**src/rtl/byte_str_pkg.sv**
```systemverilog
package byte_str_pkg;
  typedef enum logic [1:0] {
    ST_IDLE = 2'd0,
    ST_RD   = 2'd1,
    ST_CAP  = 2'd2,
    ST_WR   = 2'd3
  } bsu_state_e;
endpackage

```
**src/rtl/bsu_addr_gen.sv**
```systemverilog
module bsu_addr_gen #(
  parameter int ADDR_W = 16,
  parameter int IDX_W  = 16
) (
  input  logic [ADDR_W-1:0] base_i,
  input  logic [IDX_W-1:0]  idx_i,
  output logic [ADDR_W-1:0] word_addr_o,
  output logic              hi_lane_o
);
  localparam int HALF_W = IDX_W - 1;

  logic [ADDR_W-1:0] offset;

  generate
    if (HALF_W >= ADDR_W) begin : g_trunc
      assign offset = idx_i[ADDR_W:1];
    end else begin : g_ext
      assign offset = {{(ADDR_W-HALF_W){1'b0}}, idx_i[IDX_W-1:1]};
    end
  endgenerate

  assign word_addr_o = base_i + offset;
  // even position lives in upper half
  assign hi_lane_o   = ~idx_i[0];
endmodule

```
**src/rtl/bsu_lane_unit.sv**
```systemverilog
module bsu_lane_unit #(
  parameter int BYTE_W = 8
) (
  input  logic                hi_i,
  input  logic [2*BYTE_W-1:0] word_i,
  input  logic [BYTE_W-1:0]   byte_i,
  output logic [2*BYTE_W-1:0] extract_o,
  output logic [2*BYTE_W-1:0] merge_o
);
  localparam int WORD_W = 2 * BYTE_W;

  logic [WORD_W-1:0] mask, masked, placed;

  always_comb begin
    mask   = hi_i ? {{BYTE_W{1'b1}}, {BYTE_W{1'b0}}} : {{BYTE_W{1'b0}}, {BYTE_W{1'b1}}};
    masked = word_i & mask;
    extract_o = hi_i ? {masked[BYTE_W-1:0], masked[WORD_W-1:BYTE_W]} : masked;
    placed = hi_i ? {byte_i, {BYTE_W{1'b0}}} : {{BYTE_W{1'b0}}, byte_i};
    merge_o = (word_i & ~mask) | placed;
  end
endmodule

```
**src/rtl/bsu_ctrl.sv**
```systemverilog
module bsu_ctrl
  import byte_str_pkg::*;
#(
  parameter int ADDR_W = 16,
  parameter int BYTE_W = 8
) (
  input  logic                clk_i,
  input  logic                rst_ni,
  input  logic                start_i,
  input  logic                wr_i,
  input  logic [ADDR_W-1:0]   word_addr_i,
  input  logic                hi_i,
  input  logic [BYTE_W-1:0]   wbyte_i,
  input  logic [2*BYTE_W-1:0] extract_i,
  input  logic [2*BYTE_W-1:0] merge_i,
  output logic                hi_q_o,
  output logic [BYTE_W-1:0]   byte_q_o,
  output logic [ADDR_W-1:0]   mem_addr_o,
  output logic [2*BYTE_W-1:0] mem_wdata_o,
  output logic                mem_we_o,
  output logic [2*BYTE_W-1:0] rdata_o,
  output logic                done_o,
  output logic                busy_o
);
  localparam int WORD_W = 2 * BYTE_W;

  bsu_state_e        state_q;
  logic              wr_q;
  logic [ADDR_W-1:0] addr_q;
  logic [WORD_W-1:0] wdata_q, rdata_q;

  always_ff @(posedge clk_i or negedge rst_ni) begin
    if (!rst_ni) begin
      state_q  <= ST_IDLE;
      wr_q     <= 1'b0;
      hi_q_o   <= 1'b0;
      byte_q_o <= '0;
      addr_q   <= '0;
      wdata_q  <= '0;
      rdata_q  <= '0;
      done_o   <= 1'b0;
    end else begin
      done_o <= 1'b0;
      unique case (state_q)
        ST_IDLE: if (start_i) begin
          addr_q   <= word_addr_i;
          hi_q_o   <= hi_i;
          wr_q     <= wr_i;
          byte_q_o <= wbyte_i;
          state_q  <= ST_RD;
        end
        ST_RD: state_q <= ST_CAP;
        ST_CAP: begin
          if (wr_q) begin
            wdata_q <= merge_i;
            state_q <= ST_WR;
          end else begin
            rdata_q <= extract_i;
            done_o  <= 1'b1;
            state_q <= ST_IDLE;
          end
        end
        ST_WR: begin
          done_o  <= 1'b1;
          state_q <= ST_IDLE;
        end
        default: state_q <= ST_IDLE;
      endcase
    end
  end

  assign mem_addr_o  = addr_q;
  assign mem_wdata_o = wdata_q;
  assign mem_we_o    = (state_q == ST_WR);
  assign rdata_o     = rdata_q;
  assign busy_o      = (state_q != ST_IDLE);

  p_done_pulse_r6: assert property (@(posedge clk_i) disable iff (!rst_ni)
    done_o |=> !done_o);
  p_read_no_we_r6: assert property (@(posedge clk_i) disable iff (!rst_ni)
    (busy_o && !wr_q) |-> !mem_we_o);
  p_we_single_r7: assert property (@(posedge clk_i) disable iff (!rst_ni)
    mem_we_o |=> !mem_we_o);
  p_we_addr_stable_r7: assert property (@(posedge clk_i) disable iff (!rst_ni)
    mem_we_o |-> $stable(mem_addr_o));
  p_busy_addr_r8: assert property (@(posedge clk_i) disable iff (!rst_ni)
    (busy_o && start_i) |=> $stable(mem_addr_o));
  p_rdata_hold_r9: assert property (@(posedge clk_i) disable iff (!rst_ni)
    (busy_o && wr_q) |=> $stable(rdata_o));
endmodule

```
**src/rtl/byte_str_unit.sv**
```systemverilog
module byte_str_unit #(
  parameter int ADDR_W = 16,
  parameter int IDX_W  = 16,
  parameter int BYTE_W = 8
) (
  input  logic                clk_i,
  input  logic                rst_ni,
  input  logic                start_i,
  input  logic                wr_i,
  input  logic [ADDR_W-1:0]   base_i,
  input  logic [IDX_W-1:0]    idx_i,
  input  logic [BYTE_W-1:0]   wbyte_i,
  output logic [2*BYTE_W-1:0] rdata_o,
  output logic                done_o,
  output logic                busy_o,
  output logic [ADDR_W-1:0]   mem_addr_o,
  input  logic [2*BYTE_W-1:0] mem_rdata_i,
  output logic [2*BYTE_W-1:0] mem_wdata_o,
  output logic                mem_we_o
);
  localparam int WORD_W = 2 * BYTE_W;

  logic [ADDR_W-1:0] word_addr;
  logic              hi_lane, hi_q;
  logic [BYTE_W-1:0] byte_q;
  logic [WORD_W-1:0] extract, merge;

  bsu_addr_gen #(.ADDR_W(ADDR_W), .IDX_W(IDX_W)) u_addr (
    .base_i      (base_i),
    .idx_i       (idx_i),
    .word_addr_o (word_addr),
    .hi_lane_o   (hi_lane)
  );

  bsu_lane_unit #(.BYTE_W(BYTE_W)) u_lane (
    .hi_i      (hi_q),
    .word_i    (mem_rdata_i),
    .byte_i    (byte_q),
    .extract_o (extract),
    .merge_o   (merge)
  );

  bsu_ctrl #(.ADDR_W(ADDR_W), .BYTE_W(BYTE_W)) u_ctrl (
    .clk_i       (clk_i),
    .rst_ni      (rst_ni),
    .start_i     (start_i),
    .wr_i        (wr_i),
    .word_addr_i (word_addr),
    .hi_i        (hi_lane),
    .wbyte_i     (wbyte_i),
    .extract_i   (extract),
    .merge_i     (merge),
    .hi_q_o      (hi_q),
    .byte_q_o    (byte_q),
    .mem_addr_o  (mem_addr_o),
    .mem_wdata_o (mem_wdata_o),
    .mem_we_o    (mem_we_o),
    .rdata_o     (rdata_o),
    .done_o      (done_o),
    .busy_o      (busy_o)
  );

  p_merge_keeps_r5: assert property (@(posedge clk_i) disable iff (!rst_ni)
    mem_we_o |-> (hi_q ? (mem_wdata_o[BYTE_W-1:0] == $past(mem_rdata_i[BYTE_W-1:0]))
                       : (mem_wdata_o[WORD_W-1:BYTE_W] == $past(mem_rdata_i[WORD_W-1:BYTE_W]))));
  p_rdata_upper_r4: assert property (@(posedge clk_i) disable iff (!rst_ni)
    rdata_o[WORD_W-1:BYTE_W] == '0);
endmodule

```
**config.mk**
```make
export PLATFORM = sky130hd
export DESIGN_NAME = byte_str_unit
export DESIGN_NICKNAME = d
export VERILOG_FILES = /design/src/rtl/byte_str_pkg.sv /design/src/rtl/bsu_addr_gen.sv /design/src/rtl/bsu_lane_unit.sv /design/src/rtl/bsu_ctrl.sv /design/src/rtl/byte_str_unit.sv
export SDC_FILE = /design/constraint.sdc
export NUM_CORES = 1
export LEC_CHECK = 0
export BUFFER_PORTS_ARGS = -buffer_cell sky130_fd_sc_hd__clkbuf_2
export CAP_MARGIN = 5
export CORE_ASPECT_RATIO = 0.5
export CORE_UTILIZATION = 47
export DETAILED_ROUTE_END_ITERATION = 10
export PLACE_DENSITY_LB_ADDON = 0.1
export SYNTH_ARGS = -nofsm -noshare
export SYNTH_HDL_FRONTEND = slang
export SYNTH_HIERARCHICAL = 1
export SYNTH_SLANG_ARGS = --single-unit
```
**constraint.sdc**
```tcl
create_clock -name clk_i -period 3.3 [get_ports clk_i]
set_input_delay 0.165 -clock clk_i [delete_from_list [all_inputs] [get_ports clk_i]]
set_output_delay 0.165 -clock clk_i [all_outputs]
set_load 0.02 [all_outputs]
```
; Word level (Yosys, flattened, before mapping)
; Cells that the tools add are included.
[totals]
reg_bits = 61
output_inout_bits = 51
elab_cells = 32
[op_classes]
addsub = 1
n_eq_ne = 4
mux = 8
bitwise_logic = 6
reduce_logical = 5
[op_table]
columns = operator, count
row1 = 16-bit 2-to-1 mux, 3
row2 = 16-bit bitwise AND, 2
row3 = 16-bit by 15-bit adder with 16-bit output, 1
row4 = 16-bit inverter, 1
row5 = 16-bit bitwise OR, 1
row6 = 2-bit case mux with 4 select lines, 1
row7 = 2-bit AND reduction, 3
row8 = 2-bit == test (second input constant), 2
row9 = 2-bit 2-to-1 mux, 2
row10 = 2-bit by 1-bit == test with 1-bit output (second input constant), 1
row11 = 2-bit logical NOT, 1
row12 = 2-bit != test (second input constant), 1
row13 = 1-bit inverter, 2
row14 = 1-bit case mux with 2 select lines, 1
row15 = 2-bit nonzero test, 1
row16 = 1-bit 2-to-1 mux, 1

; Depth between registers and ports, before layout
; Gate-level depths: netlist of the first run.
[logic_depth]
word_depth = 4
mapped_depth = 8
mapped_depth_nobuf = 8

; Modules after synthesis
; Netlist of the first run, hierarchy kept.
[by_module_without_submodules]
columns = module, n_inst, cells_per_inst, area_per_inst_um2, seq_area_each_um2
row1 = bsu_ctrl, 1, 135, 2337.2, 1526.5
row2 = bsu_addr_gen, 1, 95, 726.9, 0.0
row3 = bsu_lane_unit, 1, 36, 460.4, 0.0

; Worst setup path after synthesis of the first run
; Ideal clock, no wire load.
[synth_timing]
kind = input port to flip-flop
from = in base_i[0]
to = reg u_ctrl.addr_q[10] (netlist: u_ctrl/mem_addr_o[10])
setup_ns = 0.127
t_arrival_ns = 1.831
t_required_ns = 3.173
slack_ns = 1.341
stages = 8
path_cell_list = ha_1 -> fa_1 -> a21o_1 -> a31o_2 -> nand2_1 -> o21ai_0 -> xnor2_1 -> mux2_1
[synth_between]
elab_chain_len = 1
[synth_rtl]
columns = element, line
row1 = "start, declared", byte_str_unit.sv:10  ; input logic [ADDR_W-1:0] base_i,
row2 = 16-bit by 15-bit adder with 16-bit output, bsu_addr_gen.sv:22  ; assign word_addr_o = base_i + offset;
row3 = via word_addr[10], byte_str_unit.sv:23  ; logic [ADDR_W-1:0] word_addr;
row4 = "end signal, assigned", bsu_ctrl.sv:46  ; addr_q <= word_addr_i;
row5 = "end, declared", bsu_ctrl.sv:29  ; logic [ADDR_W-1:0] addr_q;
; The timed path passes the listed nets, and every way through them passes these cells.
; A chain may end at the register's enable or synchronous reset.

; Final worst setup path of the first run
[layout_timing]
from = reg u_ctrl.state_q[1]
to = reg u_ctrl.byte_q_o[4]
[layout_between]
elab_chain_len = 2
[layout_rtl]
columns = element, line
row1 = "start, declared", bsu_ctrl.sv:27  ; bsu_state_e state_q;
row2 = "start signal, assigned", bsu_ctrl.sv:34  ; state_q <= ST_IDLE;
row3 = "start signal, assigned", bsu_ctrl.sv:50  ; state_q <= ST_RD;
row4 = "start signal, assigned", bsu_ctrl.sv:52  ; ST_RD: state_q <= ST_CAP;
row5 = 2-bit logical NOT, bsu_ctrl.sv:44  ; unique case (state_q)
row6 = 2-bit AND reduction (no source line), n/a
row7 = "end signal, assigned", bsu_ctrl.sv:49  ; byte_q_o <= wbyte_i;
row8 = "end, declared", bsu_ctrl.sv:17  ; output logic [BYTE_W-1:0] byte_q_o,
; No other way between the ends.

==> key figures, run 1 <==
Hold path
  • Type of the worst min-delay path: in -> reg
  • Worst hold path cell count: 2

Cells and area
  • Final #Nets: 457
  • Most frequent cells in the layout: sky130_fd_sc_hd__clkbuf_2 (110), sky130_fd_sc_hd__mux2_2 (61), sky130_fd_sc_hd__dfrtp_1 (61)
  • Most common cell after layout, fill and taps aside: sky130_fd_sc_hd__clkbuf_2
  • Share of layout cells above drive strength 1: 0.570
  • Antenna fix cells: 0
  • Area grow syn2layout: 25.6%

Setup path
  • Crit Path Category: reg -> reg
  • Data arrival at the endpoint of the critical path: 2.18 ns
  • Critical Path Source Type: flop
  • Longest individual stage delay on the worst path: 0.62 ns
  • Type of destination of the critical path: flop
  • Ordered list of cells on the worst path: nor3b_4, buf_4, mux2_2
  • Worst r2r path cells: 3
  • Peak fanout along the critical path: 14
  • Standard cell with the maximum stage delay on the critical path: sky130_fd_sc_hd__nor3b_4
  • Required time at the worst-slack endpoint: 3.50 ns

Global routing
  • Number of global-route vias before repair: 2460
  • Global-route wire length before repair: 11.9 mm
  • Initial antenna violation count: 0
  • All-layer global routing usage: 0.192
  • Pin count of the biggest net entering global routing: 30
  • Total overflow reported by the global router: 0

Power and ir drop
  • Cell-internal power: around 2.8 mW
  • Part of the total power dissipated in combinational logic: 0.431
  • Clk network pwr share: 0.247
  • Switching part of the total power: 0.349
  • Highest ir drop seen on vdd: about 0.41 mV
  • P_sw: 1.52 mW
  • Total power per unit cell area: slightly below 1000 nW/µm²
  • Sequential share of power: 0.322
  • Leakage Power: 2.19 nW

STA
  • Clock Skews: about 0.006 ns
  • Final setup violation count: 0
  • Number of hold violations in the final report: 0
  • Post-route worst setup slack: 1.32 ns
  • Total Negative Setup Slacks: 0 ns
  • Max Slew Vio Count: 0
  • RSZ-0062 raised after global routing: no
  • Worst rel slew slack: 0.401
  • Highest clock frequency the design can meet: roughly 510 MHz
  • Transition time at the pin with the least slew margin: 0.897 ns
  • Tcrit/Tclk final: 0.599
  • Final worst path period need: 1.98 ns

Clock network
  • Root cell of the clock tree: sky130_fd_sc_hd__clkbuf_16
  • Clk_lat worst skew: 0.32 ns
  • TritonCTS clock tree: done
  • Number of buffers on the longest clock path: 2
  • Inserted Clock Buffers: 9
  • Maximum level of the CTS H-tree: 3
  • Postcts setup bufs: 0
  • Number of clock sinks seen by CTS: 61
  • CTS clk-pin slew, worst paths: 0.05 ns

Route
  • Number of DRC markers after the initial detailed-route iteration: 89
  • Detailed-route via count: 2457
  • Via-to-Cell Ratio: 5.14
  • Detailed-routing iteration count for the pre-antenna-repair pass: 4
  • Post-route ant nets: 0
  • Routed length per instance: between 10 and 15 µm
  • Drt drc: 0
  • Final wirelength: 6.96 mm

Place
  • Half-perimeter wire length after detailed placement: 5.23 mm
  • Worst slack at placement: 1.08 ns
  • Placer's final routability congestion estimate: 0.835
  • Number of buffers added on ports: 110

Yosys
  • Proportion of synthesized flip-flops having asynchronous set or reset: 1.00
  • Share of the yosys chip area belonging to registers: 0.433
  • Post-synth EDFFs: 0
  • Count of different cell masters after synthesis: 48
  • Number of storage elements in the synthesis netlist: 61
  • Cell area after synthesis: 3520 µm²
  • Average footprint of a synthesized cell: ~13 µm²
  • Number of cells produced by synthesis: 266
  • Synth warnings: 6
  • Most used flip-flop cell after synthesis: sky130_fd_sc_hd__dfrtp_1

Floorplanning
  • Row count: 21
  • Initial core utilization: 0.506
  • Die span in y: approximately 63 µm
  • Die outline area: 7870 µm²
  • Core Area: about 7000 µm²
  • Width of the chip: roughly 120 µm
  • # IOs: 111

Flow run
  • Number of maximum-capacitance violations: 0

Status
  • Result of the run: completed
worst max-delay path, delay by kind of cell (launching register included):
kind	cells	cell delay (ns)
buffers and inverters	1	0.37
and+or+nand+nor	1	0.62
DFF	1	0.49
muxes	1	0.36
cells by family after synthesis:
| family | synth area share |
|---|---|
| and+or+nand+nor | 0.0582 |
| other | 0.00106 |
| DFF | 0.433 |
| muxes | 0.286 |
| buffers and inverters | 0.0522 |
| xor gates and xnor gates | 0.0298 |
| adders and majority gates | 0.0589 |
| AOI/OAI and AO/OA | 0.0806 |
power groups by stage:
stage                     logic [mW]  registers (mW)  clock network, mW
final                           1.88            1.41               1.08
after detailed placement        1.90            1.43                  0
after global routing            2.02            1.47               1.14
after global placement          1.86            1.40                  0
after CTS                       1.90            1.42               1.10
after floorplan                 1.14            1.72                  0
path summary, 6_finish.rpt:
| check | start | to | slack, ns |
|---|---|---|---|
| max | u_ctrl/state_q[1] | u_ctrl/byte_q_o[4] | 1.32 |
| min | wbyte_i[5] | u_ctrl/byte_q_o[5] | 0.07 |
| max reg2reg | u_ctrl/state_q[1] | u_ctrl/byte_q_o[4] | 1.32 |
| min reg2reg | u_ctrl/mem_wdata_o[15] | u_ctrl/mem_wdata_o[15] | 0.50 |
| max in group asynchronous | rst_ni | u_ctrl/rdata_o[6] | 2.23 |
| min in group asynchronous | rst_ni | u_ctrl/state_q[1] | 0.33 |
through the flow:
stage	power, mW	std cells	area, µm²	hold WS [ns]	utilization
after floorplan	2.86	273	3550	-0.131	-
after CTS	4.42	478	4430	0.0680	0.636
after global placement	3.26	461	4070	0.140	0.585
after detailed placement	3.32	461	4070	0.146	0.585
after global routing	4.63	478	4430	0.0722	0.636
final	4.36	478	4430	0.0732	0.636
per-layer routing:
metal | up-vias | GRT usage | wire length, µm
met3 | 9 | 0.0552 | 367
met5 | - | 0 | 0
li1 | 1190 | - | -
met1 | 1175 | 0.255 | 3220
met4 | 0 | 0.0497 | 73
met2 | 83 | 0.311 | 3290
Yosys cell counts, types with 3 or more instances:
cell | number | share of area
sky130_fd_sc_hd__and3_1 | 4 | 0.0071
sky130_fd_sc_hd__xnor2_1 | 4 | 0.0099
sky130_fd_sc_hd__buf_6 | 5 | 0.016
sky130_fd_sc_hd__mux2_2 | 61 | 0.19
sky130_fd_sc_hd__mux2_4 | 20 | 0.085
sky130_fd_sc_hd__buf_4 | 9 | 0.019
sky130_fd_sc_hd__o21ai_1 | 3 | 0.0043
sky130_fd_sc_hd__ha_1 | 15 | 0.053
sky130_fd_sc_hd__a21oi_1 | 14 | 0.020
sky130_fd_sc_hd__nand2_1 | 7 | 0.0075
sky130_fd_sc_hd__o21ai_0 | 6 | 0.0085
sky130_fd_sc_hd__xor2_1 | 8 | 0.020
sky130_fd_sc_hd__nand3_1 | 3 | 0.0043
sky130_fd_sc_hd__nor2_1 | 5 | 0.0053
sky130_fd_sc_hd__a21o_1 | 4 | 0.0085
sky130_fd_sc_hd__dfrtp_1 | 61 | 0.43
sky130_fd_sc_hd__inv_1 | 3 | 0.0032
cell type report:
type / instances / area [µm²]
multi-input combinational: 191 / 1840
inverter: 3 / 11.3
clock inverter: 4 / 95.1
fill: 596 / 2540
timing repair buffer: 115 / 591
sequential: 61 / 1530
tap: 92 / 115
clock buffer: 12 / 246
registers in the layout (all words and copies together), names as in the netlist:
name / flops
u_ctrl/mem_addr_o: 16
u_ctrl/mem_wdata_o: 16
u_ctrl/rdata_o: 16
u_ctrl/byte_q_o: 8
u_ctrl/state_q: 2
u_ctrl/done_o: 1
u_ctrl/hi_q_o: 1
u_ctrl/wr_q: 1
what timing repair did:
action	CTS	global route
resized for setup	0	0
endpoints found under the hold margin	17	0
hold buffers	1	0
(Power assumes the default switching activity.)
==> inputs of run 2 (changes only) <==
clock period = 1.9 ns   (was 3.3 ns; I/O delays follow)
==> key figures, run 2 (synthesized netlist as in run 1, its figures left out) <==
STA
  • Clock Skews: 0.00440 ns
  • Fin Hold WS: 0.00856 ns
  • Highest clock frequency the design can meet: 571 MHz
  • Max Slew Vio Count: 0
  • Tcrit/Tclk final: 0.922
  • RSZ-0062 raised after global routing: no
  • Post-route worst setup slack: 0.149 ns
  • Final worst path period need: roughly 1.8 ns
  • Number of hold violations in the final report: 0
  • Final setup violation count: 0

Place
  • Placed Cells: 470
  • Area post-placement: 4150 µm²
  • Placer's final routability congestion estimate: 0.868
  • Worst slack at placement: -0.202 ns
  • Number of buffers added on ports: 110
  • Half-perimeter wire length after detailed placement: 5.15 mm

Setup path
  • Crit Path Category: in -> reg
  • Data arrival at the endpoint of the critical path: between 1.5 and 2 ns
  • Longest individual stage delay on the worst path: approximately 0.4 ns
  • Peak fanout along the critical path: 4
  • Required time at the worst-slack endpoint: between 2 and 2.5 ns
  • Ordered list of cells on the worst path: clkbuf_2, ha_1, fa_1, a21o_1, a31o_2, nand2_1, o21ai_0, xnor2_1, mux2_1
  • Critical Path Source Type: primary input
  • Standard cell with the maximum stage delay on the critical path: sky130_fd_sc_hd__fa_1
  • Type of destination of the critical path: flop

Route
  • Via-to-Cell Ratio: 5.04
  • Drt drc: 0
  • Post-route ant nets: 0
  • Final wirelength: 6.99 mm
  • Routed length per instance: approximately 14 µm
  • Detailed-routing iteration count for the pre-antenna-repair pass: 6
  • Number of DRC markers after the initial detailed-route iteration: 79
  • Detailed-route via count: approximately 2500

Cells and area
  • Filler-free cell count of the finished design: between 400 and 500
  • Area grow syn2layout: 27.5%
  • Share of layout cells above drive strength 1: 0.580
  • Antenna fix cells: 0
  • Most common cell after layout, fill and taps aside: sky130_fd_sc_hd__clkbuf_2
  • Sequential standard cell area: about 1500 µm²
  • Total non-filler cell area in the finished layout: 4490 µm²
  • Layout filler cell count: 561
  • Most frequent cells in the layout: sky130_fd_sc_hd__clkbuf_2 (110), sky130_fd_sc_hd__mux2_2 (61), sky130_fd_sc_hd__dfrtp_1 (61)
  • Area taken by multi-input logic gates: 1840 µm²
  • Final #Nets: 469

Floorplanning
  • Row count: 21
  • Die span in y: 63.2 µm
  • Width of the chip: 124 µm
  • # IOs: around 110
  • Initial core utilization: 0.506
  • Die outline area: 7870 µm²
  • Core Area: between 6000 and 7000 µm²

Power and ir drop
  • PnR Total Power: between 7 and 8 mW
  • Highest ir drop seen on vdd: about 0.62 mV
  • Total power per unit cell area: 1650 nW/µm²
  • Leakage Power: 2.22 nW

Global routing
  • Pin count of the biggest net entering global routing: a little over 60
  • Total overflow reported by the global router: 0
  • Initial antenna violation count: 0
  • All-layer global routing usage: 0.191
  • Global-route wire length before repair: 11.8 mm
  • Number of global-route vias before repair: 2425

Hold path
  • Type of the worst min-delay path: in -> reg

Clock network
  • Maximum level of the CTS H-tree: 3
  • Clk_lat worst skew: 0.32 ns
  • Number of clock sinks seen by CTS: 61
  • CTS clk-pin slew, worst paths: 0.06 ns
  • TritonCTS clock tree: done
  • Number of buffers on the longest clock path: 2
  • Postcts setup bufs: 0
  • Inserted Clock Buffers: 9
  • Root cell of the clock tree: sky130_fd_sc_hd__clkbuf_16

Status
  • Result of the run: completed

Flow run
  • Number of maximum-capacitance violations: 0
run 2: cell count changes in the layout (fill, tap and decap cells not counted), sizes merged:
cell,previous run,this run
buf,4,13
bufinv,3,1
clkbuf,122,119
clkinv,1,2
clkinvlp,0,3
dlygate4sd3,1,4
inv,3,4
run 2: final timing paths:
check | slack [ns] | endpoint | startpoint | cells after the start
max | 0.15 | u_ctrl/mem_addr_o[10] | base_i[0] | 9
max in group asynchronous | 1.30 | u_ctrl/mem_addr_o[15] | rst_ni | 3
min | 0.009 | u_ctrl/byte_q_o[5] | wbyte_i[5] | 2
min in group asynchronous | 0.31 | u_ctrl/mem_addr_o[12] | rst_ni | 3
min reg2reg | 0.50 | u_ctrl/rdata_o[2] | u_ctrl/rdata_o[2] | 1
max reg2reg | 0.36 | u_ctrl/rdata_o[4] | u_ctrl/state_q[1] | 3
run 2: final cells by class:
cell class / instances / share of cell area
Tap cell: 92 / 0.0256
Clock buffer: 9 / 0.0501
Clock inverter: 7 / 0.0167
Sequential cell: 61 / 0.340
Multi-Input combinational cell: 191 / 0.410
Inverter: 3 / 0.00251
Timing Repair Buffer: 127 / 0.156
run 2: critical path: cells and delay by family:
kind	cells	cell delay, ns
adder cells (fa/ha/maj)	2	0.63
AO/OA/AOI/OAI	3	0.60
multiplexers	1	0.29
AND/OR/NAND/NOR	1	0.14
XOR/XNOR	1	0.13
buffers and inverters	1	0.08
run 2: routing by layer:
layer  track usage  share of wire
met1         0.250           0.48
met2         0.311           0.47
met3        0.0493          0.044
met4        0.0633          0.010
met5             0              0
run 2: what timing repair did:
item                                   4_1_cts  5_1_grt
endpoints found under the hold margin       64        0
hold buffers                                 4        0
gates resized for setup                      0        0
run 2: through the flow:
stage          setup TNS, ns   util
4_1_cts                    0  0.645
3_5_place_dp          -0.814  0.597
2_1_floorplan              0      -
6_report                   0  0.645
5_1_grt                    0  0.645
3_3_place_gp          -0.596  0.597
run 2: power breakdown:
group          total [mW]  leakage [nW]  switching [mW]  internal, mW
clock network        1.61         0.138           0.594          1.02
logic                3.37          1.36            1.68          1.69
registers            2.41         0.721           0.434          1.98
